--- src/rtl/smb_sts_pkg.sv ---
package smb_sts_pkg;

  localparam int STS_W = 8;

  localparam int BIT_BUSY   = 0;
  localparam int BIT_INTR   = 1;
  localparam int BIT_DEVERR = 2;
  localparam int BIT_BUSERR = 3;
  localparam int BIT_FAILED = 4;
  localparam int BIT_ALERT  = 5;
  localparam int BIT_SEM    = 6;
  localparam int BIT_BYTE   = 7;

  // flags cleared by writing one
  localparam logic [STS_W-1:0] W1C_MASK = 8'b1011_1110;
  // flags that can raise the interrupt
  localparam logic [STS_W-1:0] IRQ_MASK = 8'b0011_1110;

  typedef struct packed {
    logic byte_xfer;
    logic heartbeat;
    logic alert;
    logic kill;
    logic collision;
    logic bad_cmd;
    logic unclaimed;
    logic timeout;
    logic cmd_done;
  } smb_evt_t;

endpackage

--- src/rtl/smb_evt_map.sv ---
module smb_evt_map
  import smb_sts_pkg::*;
(
  input  smb_evt_t         evt,
  input  logic             alert_gpio,
  output logic [STS_W-1:0] set_vec
);

  always_comb begin
    set_vec             = '0;
    set_vec[BIT_BYTE]   = evt.byte_xfer & ~evt.heartbeat;
    set_vec[BIT_ALERT]  = evt.alert & ~alert_gpio;
    set_vec[BIT_FAILED] = evt.kill;
    set_vec[BIT_BUSERR] = evt.collision;
    set_vec[BIT_DEVERR] = evt.bad_cmd | evt.unclaimed | evt.timeout;
    set_vec[BIT_INTR]   = evt.cmd_done;
  end

endmodule

--- src/rtl/smb_sts_port.sv ---
module smb_sts_port
  import smb_sts_pkg::*;
#(
  parameter int ADDR_W     = 8,
  parameter int STS_OFFSET = 0
) (
  input  logic [ADDR_W-1:0] addr,
  input  logic              wr,
  input  logic [STS_W-1:0]  wdata,
  input  logic              rd,
  input  logic [STS_W-1:0]  sts,
  output logic              rd_hit,
  output logic [STS_W-1:0]  wr_ones,
  output logic [STS_W-1:0]  rdata
);

  localparam logic [ADDR_W-1:0] OFF = ADDR_W'(STS_OFFSET);

  logic hit;

  assign hit     = (addr == OFF);
  assign rd_hit  = rd & hit;
  assign wr_ones = (wr & hit) ? wdata : '0;
  assign rdata   = rd_hit ? sts : '0;

endmodule

--- src/rtl/smb_sticky_bit.sv ---
module smb_sticky_bit (
  input  logic clk,
  input  logic rst_n,
  input  logic set_i,
  input  logic clr_i,
  input  logic lvl_clr_i,
  output logic q_o
);

  always_ff @(posedge clk or negedge rst_n) begin
    if (!rst_n)         q_o <= 1'b0;
    else if (lvl_clr_i) q_o <= 1'b0;
    else if (set_i)     q_o <= 1'b1;
    else if (clr_i)     q_o <= 1'b0;
  end

  AST_SET_WINS: assert property (@(posedge clk) disable iff (!rst_n)
    (set_i && !lvl_clr_i) |=> q_o);
  AST_W1C_CLEARS: assert property (@(posedge clk) disable iff (!rst_n)
    (clr_i && !set_i && !lvl_clr_i) |=> !q_o);
  AST_FLAG_HOLDS: assert property (@(posedge clk) disable iff (!rst_n)
    (!set_i && !clr_i && !lvl_clr_i) |=> $stable(q_o));
  AST_LEVEL_CLEAR: assert property (@(posedge clk) disable iff (!rst_n)
    lvl_clr_i |=> !q_o);

endmodule

--- src/rtl/smb_sem_bit.sv ---
module smb_sem_bit (
  input  logic clk,
  input  logic rst_n,
  input  logic rd_hit_i,
  input  logic wr_clr_i,
  output logic q_o
);

  always_ff @(posedge clk or negedge rst_n) begin
    if (!rst_n)        q_o <= 1'b0;
    else if (wr_clr_i) q_o <= 1'b0;
    else if (rd_hit_i) q_o <= 1'b1;
  end

  AST_SEM_TAKEN_ON_READ: assert property (@(posedge clk) disable iff (!rst_n)
    (rd_hit_i && !wr_clr_i) |=> q_o);
  AST_SEM_RELEASED: assert property (@(posedge clk) disable iff (!rst_n)
    wr_clr_i |=> !q_o);

endmodule

--- src/rtl/smb_host_status.sv ---
module smb_host_status
  import smb_sts_pkg::*;
#(
  parameter int ADDR_W     = 8,
  parameter int STS_OFFSET = 0
) (
  input  logic              clk,
  input  logic              rst_n,
  input  logic              rsm_rst_n,
  input  logic [ADDR_W-1:0] reg_addr,
  input  logic              reg_wr,
  input  logic [7:0]        reg_wdata,
  input  logic              reg_rd,
  output logic [7:0]        reg_rdata,
  input  logic              xfer_byte,
  input  logic              xfer_heartbeat,
  input  logic              alert_evt,
  input  logic              alert_is_gpio,
  input  logic              kill_evt,
  input  logic              collision_evt,
  input  logic              bad_cmd_evt,
  input  logic              unclaimed_evt,
  input  logic              timeout_evt,
  input  logic              cmd_done_evt,
  input  logic              busy_in,
  input  logic              intr_en,
  output logic              irq
);

  smb_evt_t         evt;
  logic [STS_W-1:0] set_vec;
  logic [STS_W-1:0] wr_ones;
  logic [STS_W-1:0] sts;
  logic             rd_hit;
  logic             unused_bits;

  assign evt = '{byte_xfer: xfer_byte, heartbeat: xfer_heartbeat,
                 alert: alert_evt, kill: kill_evt, collision: collision_evt,
                 bad_cmd: bad_cmd_evt, unclaimed: unclaimed_evt,
                 timeout: timeout_evt, cmd_done: cmd_done_evt};

  smb_evt_map u_map (
    .evt        (evt),
    .alert_gpio (alert_is_gpio),
    .set_vec    (set_vec)
  );

  smb_sts_port #(.ADDR_W(ADDR_W), .STS_OFFSET(STS_OFFSET)) u_port (
    .addr    (reg_addr),
    .wr      (reg_wr),
    .wdata   (reg_wdata),
    .rd      (reg_rd),
    .sts     (sts),
    .rd_hit  (rd_hit),
    .wr_ones (wr_ones),
    .rdata   (reg_rdata)
  );

  assign sts[BIT_BUSY] = busy_in;

  for (genvar i = 1; i < STS_W; i++) begin : g_bit
    if (i == BIT_SEM) begin : g_sem
      smb_sem_bit u_sem (
        .clk      (clk),
        .rst_n    (rst_n),
        .rd_hit_i (rd_hit),
        .wr_clr_i (wr_ones[i]),
        .q_o      (sts[i])
      );
    end else begin : g_flag
      logic lvl_clr;
      if (i == BIT_ALERT) begin : g_rsm
        assign lvl_clr = ~rsm_rst_n;
      end else begin : g_norsm
        assign lvl_clr = 1'b0;
      end
      smb_sticky_bit u_flag (
        .clk       (clk),
        .rst_n     (rst_n),
        .set_i     (set_vec[i]),
        .clr_i     (wr_ones[i] & W1C_MASK[i]),
        .lvl_clr_i (lvl_clr),
        .q_o       (sts[i])
      );
    end
  end

  assign unused_bits = ^{set_vec[BIT_BUSY], set_vec[BIT_SEM], wr_ones[BIT_BUSY]};

  assign irq = intr_en & (|(sts & IRQ_MASK));

  AST_HEARTBEAT_QUIET: assert property (@(posedge clk) disable iff (!rst_n)
    (xfer_heartbeat && !sts[BIT_BYTE]) |=> !sts[BIT_BYTE]);
  AST_GPIO_NO_ALERT: assert property (@(posedge clk) disable iff (!rst_n)
    (alert_is_gpio && !sts[BIT_ALERT]) |=> !sts[BIT_ALERT]);
  AST_DONE_RAISES_IRQ: assert property (@(posedge clk) disable iff (!rst_n)
    (intr_en && cmd_done_evt) |=> (irq || !intr_en));
  AST_FAIL_LATCHED: assert property (@(posedge clk) disable iff (!rst_n)
    kill_evt |=> sts[BIT_FAILED]);

endmodule

--- config.mk ---
export PLATFORM = sky130hd
export DESIGN_NAME = smb_host_status
export DESIGN_NICKNAME = d
export VERILOG_FILES = /design/src/rtl/smb_sts_pkg.sv /design/src/rtl/smb_evt_map.sv /design/src/rtl/smb_sts_port.sv /design/src/rtl/smb_sticky_bit.sv /design/src/rtl/smb_sem_bit.sv /design/src/rtl/smb_host_status.sv
export SDC_FILE = /design/constraint.sdc
export NUM_CORES = 1
export LEC_CHECK = 0
export BUFFER_PORTS_ARGS = -buffer_cell sky130_fd_sc_hd__buf_4
export CORE_AREA = 2 2 39 41
export CTS_CLUSTER_SIZE = 24
export DETAILED_ROUTE_END_ITERATION = 8
export DIE_AREA = 0 0 41 43
export HOLD_SLACK_MARGIN = 0.15
export PLACE_DENSITY_LB_ADDON = 0.3
export SLEW_MARGIN = 20
export SYNTH_ARGS = -nofsm -noshare
export SYNTH_HDL_FRONTEND = slang
export SYNTH_SLANG_ARGS = --single-unit
--- constraint.sdc ---
create_clock -name clk -period 1.67 [get_ports clk]
set_clock_uncertainty 0.1 [all_clocks]
set_input_delay 0.2505 -clock clk [delete_from_list [all_inputs] [get_ports clk]]
set_output_delay 0.2505 -clock clk [all_outputs]
set_load 0.03 [all_outputs]
==> flow_summary.json, run 1 <==
{
  "yosysUniqueCellTypes": 20,
  "period_share_pct": 112,
  "synthCells": 44,
  "r2r_end": "g_bit[5].g_flag.u_flag.q_o$_DFFE_PN0P_",
  "dp.cells": 102,
  "p_leak_nw": 0.486,
  "syn_avg_cell_area_um2": 9.84,
  "ff2ff_setup_slack_ns": 0.59,
  "insertion_delay_ns": 0.26,
  "status": "finished with violations",
  "cpPeakStageDelay_ns": 0.58,
  "drc_errors": 0,
  "die_w_um": 41,
  "syn_area_um2": 433,
  "finalSetupViolCount": 9,
  "crit_path_end_kind": "output port",
  "routed_wl_um": 1440,
  "fill_cells": 101,
  "gp_congestion": 0.640,
  "path_clk_slew_ns": 0.06,
  "path_class": "input pin to output port",
  "cts_root_buf": "clkbuf_4",
  "antenna_left": 0,
  "ys_seq_area_share_pct": 40.5,
  "yosys_warnings": 0,
  "grt_overflow": 0,
  "ctsHtreeMaxLevel": 1,
  "cp_cell_sequence": "buf_6 -> or4_4 -> nor3_4 -> and2_4 -> buf_6",
  "coreArea_mm2": 0.00138,
  "crit_path_top_delay_cell": "or4_4",
  "io_pins": 42,
  "io_buffers": 40,
  "dieArea_mm2": 0.00176,
  "antenna_found_initial": 0,
  "fin_cells": 120,
  "ir_worst_vdd_uv": 266,
  "ys_ff_latch": 7,
  "hp-class": "input pin to flop",
  "clkSinkCount": 7,
  "crit_cells": 5,
  "place_hpwl_um": 888,
  "start_util_pct": 31.3,
  "cp_top_family": "simple AND/OR/NAND/NOR gates",
  "numCtsBuffers": 3,
  "fp.dieH_um": 43,
  "hold_slack_ns": 0.153,
  "tightestPinTransition_ns": 0.314,
  "fmax_mhz": 533,
  "synth_fp_nets": 77,
  "first_pass_iters": 4,
  "timing.rr.start": "g_bit[5].g_flag.u_flag.q_o$_DFFE_PN0P_",
  "drv_slew": 0,
  "layout.nets": 138,
  "path_max_fanout": 5,
  "grt_max_degree": 8,
  "track_usage_pct": 20.0,
  "violations": "negative setup slack",
  "vias_per_cell": 4.71,
  "relSlewSlack_pct": 79.0,
  "drt_iter0_drc": 3,
  "cts_tree": "done",
  "timing.final.ws_setup_ns": -0.207,
  "maxCapViolations": 0,
  "rsz0062_at_grt": "true",
  "cp_common_cell": "buf_6",
  "worstPathRequired_ns": 1.32,
  "syn_to_final_growth_pct": 130,
  "endpoint": "reg_rdata[1]",
  "arrival_ns": 1.53,
  "grt_pass1_vias": 532,
  "fin_area_um2": 995,
  "period_needed_ns": 1.88,
  "routed-via-count": 565,
  "power_mw": 0.454,
  "placed_area_um2": 778,
  "r2r_cells": 4,
  "grt_pass1_wl_um": 2320,
  "path_buf_inv": 2,
  "drive_gt1_share_pct": 62.5,
  "worst_setup_path_start_kind": "input pin",
  "p_per_area_mw_per_mm2": 457,
  "cts_buffer_depth": 2,
  "crit_start": "reg_addr[0]",
  "wire_per_inst_um": 12.0,
  "hold_viol": 0,
  "num_antenna_cells": 0,
  "num_rows": 14
}
area by class of cell:
class	instances	area [um2]	area share (%)
Sequential cell	7	175	17.6
Tap cell	16	20.0	2.01
Multi-Input combinational cell	32	260	26.2
Timing Repair Buffer	55	477	47.9
Inverter	6	36.3	3.65
Clock buffer	4	26.3	2.64
cells in the final DEF (no fill, tap or decap), drive strengths merged, types with 2 or more instances in the layout:
cell,netlist,layout
buf,0,46
nor2b,2,2
inv,4,4
dfrtp,7,7
clkbuf,0,4
a31oi,4,4
nor3,3,4
o21ai,2,2
or4,3,3
and2,8,8
dlygate4sd3,0,9
nor2,3,3
per-stage QoR:
stage,worst slack [ns],TNS [ns],util (%)
after floorplan,-0.0358,-0.287,-
after global placement,-0.273,-2.43,56.2
after detailed placement,-0.277,-2.56,56.2
after CTS,-0.224,-1.77,71.1
after global routing,-0.237,-2.03,71.9
final,-0.207,-1.73,71.9
where the power goes:
group / switching [mW] / total [mW] / internal [mW]
clock: 0.0683 / 0.160 / 0.0916
combinational: 0.0361 / 0.118 / 0.0823
sequential: 0.00257 / 0.176 / 0.173
total: 0.107 / 0.454 / 0.347
cells in the mapped netlist (all sizes together):
master,n,area [um2]
nor2b,2,12.5
nor4,1,6.26
clkinv,1,3.75
nor2,3,11.3
and2,8,50.1
a21oi,1,5.00
a2bb2oi,1,15.0
nand2,1,3.75
nor3,3,37.5
dfrtp,7,175
bufinv,1,17.5
o31ai,1,7.51
or4,3,30.0
a31oi,4,25.0
o21a,1,7.51
o21ai,2,10.0
inv,4,15.0
timing repair:
| action | 4_1_cts | 5_1_grt |
|---|---|---|
| pin swaps | 8 | 3 |
| gates cloned | 1 | 0 |
| setup buffers | 3 | 1 |
| endpoints found under the setup margin | 9 | 9 |
| hold endpoints to repair | 14 | 0 |
| resized for setup | 19 | 1 |
| hold buffers | 9 | 0 |
worst min-delay path, cell delays in order:
cell	delay (ns)
buf_4	0.11
inv_1	0.04
a31oi_1	0.07
metal layers:
layer,wire (um),vias to the layer above,global-route usage (%)
met1,558,258,24.3
met2,781,29,33.1
met3,87,2,1.57
met5,0,-,0
li1,-,276,-
met4,14,0,10.0
logic make-up (layout without fill, tap and decap cells):
group	count (synthesis)	in the layout	synth area share, %
AND/OR/NAND/NOR	21	22	35.0
AO/OA/AOI/OAI	10	10	16.2
flip-flops	7	7	40.5
buffers and inverters	6	65	8.38
flip-flops by register name, summed over array words and instances (netlist names):
register	count
g_bit.g_flag.u_flag.q_o	6
g_bit.g_sem.u_sem.q_o	1
how the worst min path moves through the flow:
stage,slack [ns],to,from,depth (start not counted)
5_1_grt,0.17,g_bit[1].g_flag.u_flag.q_o$_DFFE_PN0P_,cmd_done_evt,3
3_5_place_dp,-0.03,g_bit[3].g_flag.u_flag.q_o$_DFFE_PN0P_,rst_n,1
3_3_place_gp,-0.03,g_bit[3].g_flag.u_flag.q_o$_DFFE_PN0P_,rst_n,1
6_report,0.15,g_bit[1].g_flag.u_flag.q_o$_DFFE_PN0P_,cmd_done_evt,3
2_1_floorplan,-0.15,g_bit[1].g_flag.u_flag.q_o$_DFFE_PN0P_,rst_n,0
4_1_cts,0.16,g_bit[1].g_flag.u_flag.q_o$_DFFE_PN0P_,cmd_done_evt,3
Note: power is estimated with default switching activity, not from simulation.
==> run 2: changes to the inputs <==
--- a/config.mk
+++ b/config.mk
@@ -5,8 +5,10 @@
 export SDC_FILE = /design/constraint.sdc
 export NUM_CORES = 1
 export LEC_CHECK = 0
+export ABC_AREA = 1
 export BUFFER_PORTS_ARGS = -buffer_cell sky130_fd_sc_hd__buf_4
 export CORE_AREA = 2 2 39 41
+export CTS_CLUSTER_DIAMETER = 50
 export CTS_CLUSTER_SIZE = 24
 export DETAILED_ROUTE_END_ITERATION = 8
 export DIE_AREA = 0 0 41 43
@@ -16,3 +18,4 @@
 export SYNTH_ARGS = -nofsm -noshare
 export SYNTH_HDL_FRONTEND = slang
 export SYNTH_SLANG_ARGS = --single-unit
+export TNS_END_PERCENT = 50
==> run 2 against run 1 <==
  * The run now ends clean
  * Clock power is essentially flat
  * Synthesized area shrank 4.0%
  * Worst hold slack better by 0.025 ns
  * Largest power group unchanged
  * Highest routed layer unchanged
==> flow_summary.json, run 2 <==
{
  "yosysUniqueCellTypes": 14,
  "tightestPinTransition_ns": 0.133,
  "io_buffers": 40,
  "cts_tree": "done",
  "io_pins": 42,
  "drc_errors": 0,
  "cp_top_family": "buffers and inverters",
  "synthArstFlopShare_pct": 100,
  "coreArea_mm2": 0.00138,
  "vias_per_cell": 4.31,
  "path_class": "input pin to flop",
  "timing.final.ws_setup_ns": 0.0710,
  "ir_worst_vdd_uv": 376,
  "post_cts_buffers": 0,
  "synth.largest_area_cell": "dfrtp_1",
  "crit_path_top_delay_cell": "dlygate4sd3_1",
  "insertion_delay_ns": 0.25,
  "drv_slew": 0,
  "arrival_ns": 1.64,
  "die_w_um": 41,
  "final_cell_mix": "buf_4 (40), inv_1 (15), nor2_1 (10), dlygate4sd3_1 (10), dfrtp_1 (7)",
  "finalSetupViolCount": 0,
  "final_common_cell": "buf_4",
  "status": "finished, final reports clean",
  "tns_ns": 0,
  "antenna_left": 0,
  "cts_buffer_depth": 2,
  "reg.largest.list": "g_bit.g_flag.u_flag.q_o: 6 flops, g_bit.g_sem.u_sem.q_o: 1 flops",
  "synthTopCellsByArea": "dfrtp_1 (42%), inv_1 (14%), nor2_1 (11%), nand2_1 (6.3%), nand3_1 (6.0%)",
  "worstPathRequired_ns": 1.71,
  "regMostFlops": "g_bit.g_flag.u_flag.q_o",
  "synth_top_area_share_pct": 42.2,
  "fill_cells": 123,
  "syn_to_final_growth_pct": 112,
  "wire_per_inst_um": 9.97,
  "fp.dieH_um": 43,
  "antenna_found_initial": 0,
  "period_needed_ns": 1.60,
  "grt_pass1_vias": 535,
  "synthTopCellsByCount": "inv_1 (15), nor2_1 (12), dfrtp_1 (7), nand2_1 (7), nand3_1 (5)",
  "first_pass_iters": 4,
  "dp_slack_ns": 0.247,
  "synth_fp_nets": 92,
  "layout.nets": 148,
  "ys_ff_latch": 7,
  "crit_path_end_kind": "flop",
  "synth_ff_type": "dfrtp_1",
  "num_antenna_cells": 0,
  "ctsHtreeMaxLevel": 1,
  "path_buf_inv": 3,
  "grt_max_degree": 10,
  "cts_root_buf": "clkbuf_4",
  "grt_overflow": 0,
  "hold_viol": 0,
  "period_share_pct": 95.7,
  "routed-via-count": 560,
  "synth_edf_count": 0,
  "start_util_pct": 30.0,
  "routed_wl_um": 1300,
  "cp_common_cell": "dlygate4sd3_1",
  "largest_reg_flops": 6,
  "maxCapViolations": 0,
  "num_rows": 14,
  "numCtsBuffers": 3,
  "rsz0062_at_grt": "false",
  "place_hpwl_um": 982,
  "drt_iter0_drc": 4,
  "power_mw": 0.432,
  "gp_congestion": 0.648,
  "cpPeakStageDelay_ns": 0.56,
  "cp_cell_sequence": "dlygate4sd3_1 -> buf_4 -> nor3_1 -> dlygate4sd3_1 -> nand2_1",
  "yosysMostFrequentCell": "inv_1",
  "worst_setup_path_start_kind": "input pin",
  "path_max_fanout": 1,
  "syn_avg_cell_area_um2": 7.04,
  "clkSinkCount": 7,
  "path_clk_slew_ns": 0.06,
  "drive_gt1_share_pct": 43.9,
  "postLayoutCoreUtil_pct": 63.7,
  "relSlewSlack_pct": 91.1,
  "track_usage_pct": 18.4,
  "ys_seq_area_share_pct": 42.2,
  "syn_area_um2": 415,
  "p_leak_nw": 0.505,
  "yosys_warnings": 0,
  "dieArea_mm2": 0.00176,
  "p_per_area_mw_per_mm2": 490,
  "grt_pass1_wl_um": 2120,
  "synthCells": 59,
  "hp-class": "input pin to flop",
  "fmax_mhz": 625
}
[run 2: worst min-delay path, stage by stage]
cell and delay [ns]:
buf_4 0.08, nand3_1 0.06, nand2_1 0.07, inv_1 0.04
[run 2: cells by family (layout without fill, tap and decap cells)]
logic type | after synthesis | after routing | synth area share, %
and+or+nand+nor | 29 | 29 | 32.8
buffers and inverters | 15 | 70 | 13.6
AOI/OAI and AO/OA | 8 | 8 | 11.4
DFF | 7 | 7 | 42.2
[run 2: worst paths after layout]
check                                                            start                                      to  slack [ns]  cells past startpoint
worst max-delay path                                       timeout_evt  g_bit[2].g_flag.u_flag.q_o$_DFFE_PN0P_        0.07                      5
worst min-delay path                                      reg_wdata[6]    g_bit[6].g_sem.u_sem.q_o$_DFFE_PN0P_        0.18                      4
worst max register to register  g_bit[5].g_flag.u_flag.q_o$_DFFE_PN0P_  g_bit[5].g_flag.u_flag.q_o$_DFFE_PN0P_        0.40                      3
worst min register to register  g_bit[4].g_flag.u_flag.q_o$_DFFE_PN0P_  g_bit[4].g_flag.u_flag.q_o$_DFFE_PN0P_        0.38                      1
max in group asynchronous                                        rst_n  g_bit[3].g_flag.u_flag.q_o$_DFFE_PN0P_        1.10                      2
min in group asynchronous                                        rst_n  g_bit[4].g_flag.u_flag.q_o$_DFFE_PN0P_        0.24                      2
[run 2: metal layers]
layer | GRT usage (%) | share of wire [%]
met1 | 18.1 | 35
met2 | 31.3 | 57
met3 | 3.14 | 4.6
met4 | 14.0 | 3.2
met5 | 0 | 0
[run 2: what timing repair did]
action                     in CTS  in global routing
hold endpoints to repair       13                  0
hold buffers                   10                  0
gates resized for setup         0                  4
setup endpoints to repair       0                  2
[run 2: layout make-up]
class	instances	area, um2	share of cell area (%)
tap	16	20.0	2.27
multi-input combinational	37	191	21.7
clock buffer	4	26.3	2.98
sequential	7	175	19.9
inverter	15	56.3	6.39
timing repair buffer	51	412	46.7
[run 2: metrics by stage]
step,cell area [um2],std cells,hold WS [ns]
4_1_cts,870,130,0.166
2_1_floorplan,415,59,-0.145
5_1_grt,881,130,0.190
3_3_place_gp,743,116,-0.0314
6_report,881,130,0.178
3_5_place_dp,743,116,-0.0296
[run 2: report_power, final]
part | total [mW] | internal, mW | switching [mW]
combinational | 0.0998 | 0.0675 | 0.0323
clock | 0.158 | 0.0915 | 0.0668
sequential | 0.174 | 0.173 | 0.00132
total | 0.432 | 0.332 | 0.100
